$ cat src/rtl/stack_ptr_unit.sv
module stack_ptr_unit #(
  parameter int IMPL_W = 12,
  parameter int IO_AW = 6,
  parameter logic [IO_AW-1:0] LO_ADDR = 6'h3D
) (
  input  logic             clk,
  input  logic             rst_n,
  input  logic [IO_AW-1:0] io_addr,
  input  logic             io_wr,
  input  logic [7:0]       io_wdata,
  output logic [7:0]       io_rdata,
  input  logic             push_byte,
  input  logic             pop_byte,
  input  logic             push_ret,
  input  logic             pop_ret,
  output logic [15:0]      mem_addr,
  output logic [15:0]      sp
);
  localparam logic [IO_AW-1:0] HI_ADDR = LO_ADDR + 1'b1;
  localparam int HI_BITS = IMPL_W - 8;
  localparam logic [IMPL_W-1:0] ONE = IMPL_W'(1);
  localparam logic [IMPL_W-1:0] TWO = IMPL_W'(2);

  logic [IMPL_W-1:0] sp_q, sp_nxt, sp_inc;
  logic wr_lo, wr_hi;

  assign wr_lo  = io_wr && (io_addr == LO_ADDR);
  assign wr_hi  = io_wr && (io_addr == HI_ADDR);
  assign sp_inc = sp_q + ONE;

  always_comb begin
    sp_nxt = sp_q;
    if (wr_lo)          sp_nxt[7:0] = io_wdata;
    else if (wr_hi)     sp_nxt[IMPL_W-1:8] = io_wdata[HI_BITS-1:0];
    else if (push_byte) sp_nxt = sp_q - ONE;
    else if (pop_byte)  sp_nxt = sp_inc;
    else if (push_ret)  sp_nxt = sp_q - TWO;
    else if (pop_ret)   sp_nxt = sp_q + TWO;
  end

  always_ff @(posedge clk) begin
    if (!rst_n) sp_q <= '0;
    else        sp_q <= sp_nxt;
  end

  assign sp       = {{(16-IMPL_W){1'b0}}, sp_q};
  assign mem_addr = (pop_byte || pop_ret) ? {{(16-IMPL_W){1'b0}}, sp_inc} : sp;

  always_comb begin
    if (io_addr == LO_ADDR)      io_rdata = sp_q[7:0];
    else if (io_addr == HI_ADDR) io_rdata = {{(8-HI_BITS){1'b0}}, sp_q[IMPL_W-1:8]};
    else                         io_rdata = 8'h00;
  end

  a_r5_one_strobe: assert property (@(posedge clk) disable iff (!rst_n)
    $onehot0({push_byte, pop_byte, push_ret, pop_ret}));

  a_r4_push_dec: assert property (@(posedge clk) disable iff (!rst_n)
    (push_byte && !io_wr) |=> sp_q == $past(sp_q) - ONE);

  a_r4_pop_inc: assert property (@(posedge clk) disable iff (!rst_n)
    (pop_byte && !io_wr) |=> sp_q == $past(sp_q) + ONE);

  a_r5_call_dec: assert property (@(posedge clk) disable iff (!rst_n)
    (push_ret && !io_wr) |=> sp_q == $past(sp_q) - TWO);

  a_r5_ret_inc: assert property (@(posedge clk) disable iff (!rst_n)
    (pop_ret && !io_wr) |=> sp_q == $past(sp_q) + TWO);

  a_r8_lo_write_wins: assert property (@(posedge clk) disable iff (!rst_n)
    wr_lo |=> sp_q[7:0] == $past(io_wdata));

  a_r3_hi_write_masked: assert property (@(posedge clk) disable iff (!rst_n)
    wr_hi |=> sp_q[IMPL_W-1:8] == $past(io_wdata[HI_BITS-1:0]));

  a_r10_hold: assert property (@(posedge clk) disable iff (!rst_n)
    !(wr_lo || wr_hi || push_byte || pop_byte || push_ret || pop_ret) |=> $stable(sp_q));
endmodule

$ cat config.mk
export PLATFORM = sky130hd
export DESIGN_NAME = stack_ptr_unit
export DESIGN_NICKNAME = d
export VERILOG_FILES = /design/src/rtl/stack_ptr_unit.sv
export SDC_FILE = /design/constraint.sdc
export NUM_CORES = 1
export LEC_CHECK = 0
export ABC_AREA = 1
export BUFFER_PORTS_ARGS = -buffer_cell sky130_fd_sc_hd__buf_2
export CORE_MARGIN = 4
export CORE_UTILIZATION = 54
export CTS_BUF_LIST = sky130_fd_sc_hd__clkbuf_4 sky130_fd_sc_hd__clkbuf_8
export CTS_CLUSTER_SIZE = 40
export DETAILED_ROUTE_END_ITERATION = 16
export GPL_TIMING_DRIVEN = 0
export PLACE_DENSITY_LB_ADDON = 0.1
export SYNTH_ARGS = -nofsm -noshare
export SYNTH_HDL_FRONTEND = slang
export SYNTH_SLANG_ARGS = --single-unit
$ cat constraint.sdc
create_clock -name clk -period 1.8 [get_ports clk]
set_input_delay 0.27 -clock clk [delete_from_list [all_inputs] [get_ports clk]]
set_output_delay 0.27 -clock clk [all_outputs]
set_load 0.02 [all_outputs]
==> out/results.tsv, run 1 <==
metric	value	unit
slew_headroom	64.3	%
drv_cap	0	
synth_top_area_share	17.0	%
worstReg2RegStart	sp_q[1]	
required	1530	ps
switching_power	0.000981	W
share_comb_of_total_power	66.3	%
grt_pass1_wl	11.5	mm
synth_cell_types	41	
place_congestion	0.938	
start_util	56.5	%
grt_pass1_vias	2475	
syn_area	0.00210	mm^2
layout_common_cells	nand2_1, buf_2, nor2_1	
p_int	0.000976	W
skew	3.31	ps
status	complete, but fails checks	
finalSetupViolations	6	
route.detailed.drc	0	
antenna_found_initial	0	
clk_latency	240	ps
n_antenna_cell	0	
cts_max_level	1	
cts_root_buf	clkbuf_8	
maxSlewViolCount	0	
fillers	309	
grt_setup_unrepaired	true	
max_stage_delay	420	ps
hp-start	rst_n	
die_x	70.4	um
clockPowerShare	12.6	%
cp_num_buf_inv	2	
largest_reg_flops	12	
cts_tree	built	
layout_commonest_cell	nand2_1	
worst_hold_path_type	primary input to flop	
first_iter_violations	298	
timing.final.ws_setup	-47.1	ps
postRouteAntennaNets	0	
clock_path_buffers	2	
ioPinCount	61	
synth_top_area_cell	nand2_1	
areaGrowthSynthToFinish	38.5	%
hold_viol	0	
crit_path_end_kind	output port	
path_class	flop to output port	
core_area	0.00372	mm^2
p_leak	1.44	nW
startpoint_type	flop	
dr.pass1.iters	6	
viasPerCell	5.68	
worst_pin_slew	533	ps
ir_worst_vdd	0.714	mV
dp_slack	-180	ps
crit_fanout	7	
ys_top_cells_by_area	nand2_1, dfxtp_1, nor2_1, nand3_1, inv_1	
syn_area_per_cell	5.66	um^2
rows	22	
place.detailed.hpwl	5.48	mm
die-area	0.00495	mm^2
seqPwrFrac	21.0	%
critPathLaunch	sp_q[1]	
powerDensity	673	mW/mm^2
largest-register	sp_q	
cts_hold_buf	0	
period_share	103	%
vias	2827	
hold_slack	304	ps
totalWireLength	7.74	mm
synth_seq_cells	12	
slowest_stage	dfxtp_4	
largestRegisters	sp_q (12)	
crit_arrival	1580	ps
fmax	541	MHz
cts.sinks	12	
grt_start_max_net_pins	13	
avgRoutedWirePerCell	15.5	um
cts_inserted_buffers	3	
path_clk_slew	50	ps
crit_chain	ha_4 -> inv_4 -> nor2_4 -> nand3_2 -> xor2_2 -> nand2_1 -> o21ai_1 -> buf_4	
violations	negative setup slack	
grt_usage	28.8	%
synthCells	371	
port_buffers	52	
path_delay_family	flip-flops	
die_h	70.4	um
grt-ovfl-total	0	
yosysSeqAreaShare	11.4	%
nNetsFinal	485	
layout_min_cycle_time	1850	ps
layout-drive-gt1-share	34.0	%
ys_warn_count	0	
switching_share	50.1	%
==> power groups by stage <==
stage          logic, W  clock network, W  registers [W]
3_3_place_gp    0.00102                 0       0.000393
3_5_place_dp    0.00103                 0       0.000392
6_report        0.00130          0.000247       0.000412
5_1_grt         0.00141          0.000269       0.000416
2_1_floorplan  0.000714                 0       0.000404
4_1_cts         0.00112          0.000249       0.000400
==> cells by family (layout without fill, tap and decap cells) <==
kind of cell               Yosys count  count (layout)  share of synthesized area [%]
and+or+nand+nor                    207             207                           45.4
AOI/OAI and AO/OA                   64              64                           17.3
buffers and inverters               63             135                           13.2
adders and majority gates           12              12                           7.50
xor gates and xnor gates            12              12                           5.00
DFF                                 12              12                           11.4
other                                1               8                          0.179
==> area by class of cell <==
type | instances | area [um^2] | share of cell area (%)
buffer | 16 | 130 | 4.47
clock buffer | 3 | 41.3 | 1.42
inverter | 47 | 183 | 6.28
multi-input combinational | 303 | 1810 | 62.3
sequential | 12 | 277 | 9.51
tap | 48 | 60.1 | 2.06
timing repair buffer | 69 | 405 | 13.9
==> synth_stat cells (all sizes together) <==
cell type and count:
a211oi 1, o2111ai 1, conb 1, ha 11, fa 1, nand3b 2, o211ai 1, nand4 6
nor2 62, xnor2 3, buf 14, dfxtp 12, o21bai 1, a21oi 18, o21ai 30, nor3 3
or2 1, xor2 9, and3 1, clkbuf 2, clkinv 2, nand2 98, o22ai 6, a31oi 2
nand3 34, inv 45, o221ai 3, o2111a 1
==> stage by stage <==
| step | std cells | power [W] | setup TNS, ps | util, % | instance area, um^2 |
|---|---|---|---|---|---|
| floorplan | 378 | 0.00112 | 0 | - | 2130 |
| global placement | 478 | 0.00142 | -982 | 65.9 | 2450 |
| detailed placement | 478 | 0.00143 | -1150 | 65.9 | 2450 |
| CTS | 490 | 0.00176 | -196 | 71.0 | 2640 |
| global route | 498 | 0.00209 | -983 | 78.3 | 2910 |
| finish | 498 | 0.00196 | -180 | 78.3 | 2910 |
==> worst paths after layout <==
check,end,slack [ps],depth (start not counted)
setup / recovery,mem_addr[8],-50,8
hold / removal,sp_q[4],300,3
setup reg to reg,sp_q[8],-10,10
hold reg to reg,sp_q[0],560,2
==> worst register-to-register path: cells and delay by family, from the launching register on <==
| kind | cells | cell delay (ps) |
|---|---|---|
| buffers and inverters | 2 | 240 |
| and+or+nand+nor | 5 | 630 |
| adders and majority gates | 1 | 240 |
| AOI/OAI and AO/OA | 2 | 250 |
| DFF | 1 | 390 |
==> layer usage <==
layer  wire (um)  global-route usage, %
met5           0                      0
met2        3660                   46.7
met1        3180                   39.0
met4         239                   9.79
met3         658                   3.60
==> repair_timing <==
item                                    4_1_cts  5_1_grt
resized for setup                            29       51
endpoints found under the setup margin       18       19
buffers inserted                              9        8
pin swaps                                     1       11
No activity file was read; power rests on OpenSTA's default activity.
==> inputs of run 2 (changes only) <==
--- a/config.mk
+++ b/config.mk
@@ -7,8 +7,9 @@
 export LEC_CHECK = 0
 export ABC_AREA = 1
 export BUFFER_PORTS_ARGS = -buffer_cell sky130_fd_sc_hd__buf_2
-export CORE_MARGIN = 4
-export CORE_UTILIZATION = 54
+export CELL_PAD_IN_SITES_DETAIL_PLACEMENT = 1
+export CELL_PAD_IN_SITES_GLOBAL_PLACEMENT = 2
+export CORE_UTILIZATION = 27
 export CTS_BUF_LIST = sky130_fd_sc_hd__clkbuf_4 sky130_fd_sc_hd__clkbuf_8
 export CTS_CLUSTER_SIZE = 40
 export DETAILED_ROUTE_END_ITERATION = 16
==> out/results.tsv, run 2 (synthesized netlist as in run 1, its figures left out) <==
metric	value	unit	change
powerDensity	666	mW/mm^2	-1.1%
largestRegisters	sp_q (12)		
hold_slack	318	ps	+14.1 ps
largest_reg_flops	12		unchanged
dr.pass1.iters	4		-2
vias	2802		-0.88%
clk_latency	240	ps	about the same
violations	negative setup slack		
maxSlewViolCount	0		unchanged
grt_setup_unrepaired	true		
hp-start	io_wdata[4]		
start_util	28.5	%	-28 points
share_comb_of_total_power	66.9	%	+0.6 points
p_int	0.00107	W	+9.9%
whs_path_depth	3		unchanged
dp_slack	-222	ps	-41.9 ps
core_area	0.00737	mm^2	+98%
worstHoldEndpoint	sp_q[4]		
slowest_stage	dfxtp_4		
die_h	90.2	um	+28%
nNetsFinal	499		+2.9%
cts_inserted_buffers	3		unchanged
grt_start_max_net_pins	13		unchanged
place_congestion	0.855		-8.8%
grt_pass1_wl	14.2	mm	+23%
die_x	90.2	um	+28%
antenna_found_initial	0		unchanged
use_met2	37.2	%	-9.5 points
crit_chain	ha_4 -> inv_2 -> nor2_4 -> buf_4 -> xor2_2 -> nand2_1 -> o21ai_1 -> buf_4		
worst_pin_slew	604	ps	+70.5 ps
drv_cap	0		unchanged
clockPowerShare	14.6	%	+2.0 points
ir_worst_vdd	0.257	mV	-64%
switching_share	48.3	%	-1.8 points
cts.sinks	12		unchanged
grt-ovfl-total	0		unchanged
rrSetupSlack	0	ps	about the same
fmax	552	MHz	+2.0%
grt_util_met1	30.2	%	-8.8 points
finalSetupViolations	2		-4
crit_path_end_kind	output port		
clock_path_buffers	2		unchanged
totalWireLength	9.03	mm	+17%
areaGrowthSynthToFinish	48.4	%	
avgRoutedWirePerCell	16.0	um	+3.1%
setup_tns	-22.6	ps	+158 ps
startpoint_type	flop		
worst_hold_path_type	primary input to flop		
path_class	flop to output port		
place.detailed.hpwl	6.90	mm	+26%
ioPinCount	61		unchanged
grt_pass1_vias	2721		+9.9%
cts_max_level	1		unchanged
period_share	101	%	-2.0 points
placed_area	0.00251	mm^2	+2.6%
max_stage_delay	400	ps	-20 ps
crit_fanout	4		-3
slew_headroom	59.6	%	-4.7 points
n_antenna_cell	0		unchanged
switching_power	0.00100	W	+2.1%
postRouteAntennaNets	0		unchanged
cts_tree	built		
skew	5.05	ps	+1.75 ps
viasPerCell	4.97		-12%
fin_util	42.3	%	-36 points
cts_root_buf	clkbuf_8		
die-area	0.00814	mm^2	+64%
worst_r2r_path_depth	11		+1
layout_min_cycle_time	1810	ps	-35.6 ps
hold_viol	0		unchanged
r2r_end	sp_q[8]		
port_buffers	52		unchanged
status	complete, but fails checks		
first_iter_violations	129		-57%
worstReg2RegStart	sp_q[0]		
layout_commonest_cell	nand2_1		
timing.final.ws_setup	-11.5	ps	+35.6 ps
fin_area	0.00312	mm^2	+7.1%
seqPwrFrac	18.5	%	-2.5 points
cp_common_cell	buf_4		
busiest_layer	met2		
met3_usage	3.47	%	-0.13 points
crit_arrival	1540	ps	-40 ps
largest-register	sp_q		
path_clk_slew	60	ps	about the same
route.detailed.drc	0		unchanged
required	1530	ps	about the same
rows	31		+41%
p_leak	1.59	nW	+10%
layout_common_cells	nand2_1, nor2_1, buf_2		
grt_usage	21.8	%	-7.0 points
layout-drive-gt1-share	35.7	%	+1.7 points
-- run 2: changes by cell type in the layout (fill, tap and decap cells not counted), moves of 4 or more --
cell	before	now
nor2_2	12	7
ha_1	2	8
ha_4	8	2
buf_4	31	41
nand2_4	1	5
nand2_1	92	86
nor2_1	45	49
-- run 2: worst max path at each step --
stage                     startpoint      endpoint  cells after the start
after floorplan              sp_q[2]   mem_addr[5]                      5
final                        sp_q[1]   mem_addr[4]                      8
after detailed placement     sp_q[1]   mem_addr[8]                      8
after global placement       sp_q[1]   mem_addr[8]                      8
after global routing         sp_q[4]  mem_addr[11]                      8
after CTS                    sp_q[0]       sp_q[8]                     10
-- run 2: cell type report --
type / instances / area [um^2]
fillers: 994 / 4250
multi-input cells: 303 / 1790
repair buffers: 83 / 569
flip-flops and latches: 12 / 270
inverters: 47 / 181
plain buffers: 16 / 130
well taps: 99 / 124
clock buffers: 4 / 55.1
-- run 2: power groups by stage --
stage               sequential, W  clock (W)  combinational [W]
floorplan                0.000404          0           0.000714
detailed placement       0.000386          0            0.00106
CTS                      0.000386   0.000312            0.00123
global placement         0.000387          0            0.00105
global route             0.000393   0.000330            0.00152
finish                   0.000385   0.000302            0.00139
-- run 2: metrics by stage --
step	cells	total power, W
floorplan	378	0.00112
global placement	529	0.00144
detailed placement	529	0.00145
CTS	551	0.00193
global route	564	0.00224
finish	564	0.00207
-- run 2: per-layer routing --
layer	vias up	wire length [um]
met5	-	0
met4	0	30
met3	4	356
met2	73	4320
met1	1342	4330
li1	1383	-
-- run 2: worst max-delay path: cells and delay by family (launching register included) --
kind,cells,cell delay [ps]
buffers and inverters,3,330
DFF,1,400
xor gates and xnor gates,1,140
adders and majority gates,1,150
AOI/OAI and AO/OA,1,90
and+or+nand+nor,2,190
-- run 2: timing repair --
item | CTS | global route
setup endpoints to repair | 17 | 16
cloned | 1 | 0
hold buffers | 0 | 0
setup buffers | 17 | 13
resized for setup | 39 | 44
hold endpoints to repair | 0 | 0
pin swaps | 9 | 21
==> inputs of run 3 (changes only) <==
--- a/config.mk
+++ b/config.mk
@@ -9,7 +9,7 @@
 export BUFFER_PORTS_ARGS = -buffer_cell sky130_fd_sc_hd__buf_2
 export CELL_PAD_IN_SITES_DETAIL_PLACEMENT = 1
 export CELL_PAD_IN_SITES_GLOBAL_PLACEMENT = 2
-export CORE_UTILIZATION = 27
+export CORE_UTILIZATION = 29
 export CTS_BUF_LIST = sky130_fd_sc_hd__clkbuf_4 sky130_fd_sc_hd__clkbuf_8
 export CTS_CLUSTER_SIZE = 40
 export DETAILED_ROUTE_END_ITERATION = 16
==> constraint.sdc (replaced) <==
create_clock -name clk -period 2.1 [get_ports clk]
set_input_delay 0.315 -clock clk [delete_from_list [all_inputs] [get_ports clk]]
set_output_delay 0.315 -clock clk [all_outputs]
set_load 0.02 [all_outputs]
==> out/results.tsv, run 3 (synthesized netlist as in run 1, its figures left out) <==
metric	value	unit	change
grt_start_max_net_pins	13		unchanged
core_area	0.00691	mm^2	-6.3%
avgRoutedWirePerCell	15.0	um	-6.6%
n_antenna_cell	0		unchanged
fillers	1013		+1.9%
rows	30		-3.2%
port_buffers	52		unchanged
layout_min_cycle_time	1980	ps	
seqPwrFrac	21.4	%	+2.9 points
switching_share	50.4	%	+2.1 points
cts_root_buf	clkbuf_8		
switching_power	0.000770	W	-23%
crit_arrival	1660	ps	+120 ps
worstReg2RegStart	sp_q[1]		
share_comb_of_total_power	61.3	%	-5.6 points
hold_slack	359	ps	+41.6 ps
grt_pass1_vias	2512		-7.7%
startpoint_type	flop		
p_total	0.00153	W	-26%
antenna_found_initial	0		unchanged
postRouteAntennaNets	0		unchanged
clock_path_buffers	2		unchanged
path_class	flop to output port		
cts_max_level	1		unchanged
maxSlewViolCount	0		unchanged
cts.sinks	12		unchanged
clockPowerShare	17.3	%	+2.7 points
areaGrowthSynthToFinish	25.9	%	
critPathLaunch	sp_q[5]		
drv_cap	0		unchanged
ioPinCount	61		unchanged
grt-ovfl-total	0		unchanged
die_x	87.1	um	-3.4%
fin_util	38.3	%	-4.0 points
crit_fanout	9		+5
fin_cells	532		-5.7%
grt_setup_unrepaired	false		
powerDensity	578	mW/mm^2	-13%
layout_commonest_cell	nand2_1		
setup_tns	0	ps	+22.6 ps
first_iter_violations	94		-27%
crit_chain	buf_4 -> nand2_1 -> nor2_2 -> nand2_1 -> xor2_1 -> o21ai_0 -> buf_2		
p_leak	1.36	nW	-15%
worst_pin_slew	611	ps	+7.38 ps
die-area	0.00759	mm^2	-6.7%
viasPerCell	4.95		-0.27%
ir_worst_vdd	0.259	mV	+0.73%
largest_reg_flops	12		unchanged
multiInputGateArea	0.00165	mm^2	-7.8%
slowest_stage	dfxtp_1		
seqCellArea	250	um^2	-7.4%
dp_cells	526		-0.57%
largest-register	sp_q		
hp-start	rst_n		
vias	2636		-5.9%
layout-drive-gt1-share	23.4	%	-12 points
place.detailed.hpwl	6.66	mm	-3.5%
required	1780	ps	+250 ps
start_util	30.4	%	+1.9 points
p_int	0.000758	W	-29%
slew_headroom	59.1	%	-0.49 points
fmax	506	MHz	
cts_hold_buf	0		unchanged
cp_num_buf_inv	2		-1
crit_path_end_kind	output port		
finalSetupViolations	0		-2
layout_common_cells	nand2_1, nor2_1, buf_2		
status	complete, no violations		
totalWireLength	7.96	mm	-12%
period_share	94.2	%	
path_delay_family	flip-flops		
grt_usage	21.9	%	+0.043 points
nNetsFinal	470		-5.8%
clk_latency	250	ps	about the same
path_clk_slew	60	ps	about the same
max_stage_delay	370	ps	-30 ps
place_congestion	0.870		+1.7%
cts_inserted_buffers	3		unchanged
cts_tree	built		
die_h	87.1	um	-3.4%
hold_viol	0		unchanged
worst_hold_path_type	primary input to flop		
route.detailed.drc	0		unchanged
largestRegisters	sp_q (12)		
dr.pass1.iters	4		unchanged
skew	2.49	ps	-2.56 ps
grt_pass1_wl	12.8	mm	-9.8%
cp_common_cell	nand2_1		
run 3: changes by cell type in the layout (fill, tap and decap cells not counted), sizes merged:
cell	before	now
buf	96	68
bufbuf	1	0
run 3: area by class of cell:
| type | count | area share [%] |
|---|---|---|
| Buffer | 16 | 4.49 |
| Clock buffer | 4 | 2.08 |
| Inverter | 47 | 6.67 |
| Multi-Input combinational cell | 303 | 62.3 |
| Sequential cell | 12 | 9.46 |
| Tap cell | 96 | 4.54 |
| Timing Repair Buffer | 54 | 10.5 |
run 3: routing by layer:
metal / GRT usage (%) / part of all wire [%] / wire, um / up-vias
li1: - / - / - / 1334
met1: 31.6 / 49 / 3900 / 1233
met2: 36.4 / 46 / 3650 / 67
met3: 2.56 / 4.9 / 393 / 2
met4: 1.34 / 0.088 / 7 / 0
met5: 0 / 0 / 0 / -
run 3: metrics by stage:
step	setup slack (ps)	instance area, um^2
floorplan	123	2130
global placement	-85.8	2510
detailed placement	-85.7	2510
CTS	5.92	2590
global route	13.8	2650
finish	122	2650
run 3: worst min-delay path, stage by stage:
cell	delay (ps)
buf_2	140
o221ai_1	70
nor2_1	40
run 3: what timing repair did:
action                     4_1_cts  5_1_grt
buffers inserted                 0        2
gates resized for setup          6       17
setup endpoints to repair        4        8
pin swaps                        0        0
run 3: power by group through the flow:
stage	Sequential, W	Clock, W	Combinational, W
after floorplan	0.000345	0	0.000610
after global placement	0.000331	0	0.000892
after detailed placement	0.000331	0	0.000905
after CTS	0.000328	0.000268	0.000914
after global routing	0.000335	0.000279	0.00106
final	0.000328	0.000264	0.000936
run 3: final timing paths:
check	slack (ps)	end	depth (start not counted)
worst max register to register	190	sp_q[9]	13
worst min-delay path	360	sp_q[2]	3
worst max-delay path	120	mem_addr[6]	7
worst min register to register	580	sp_q[0]	2
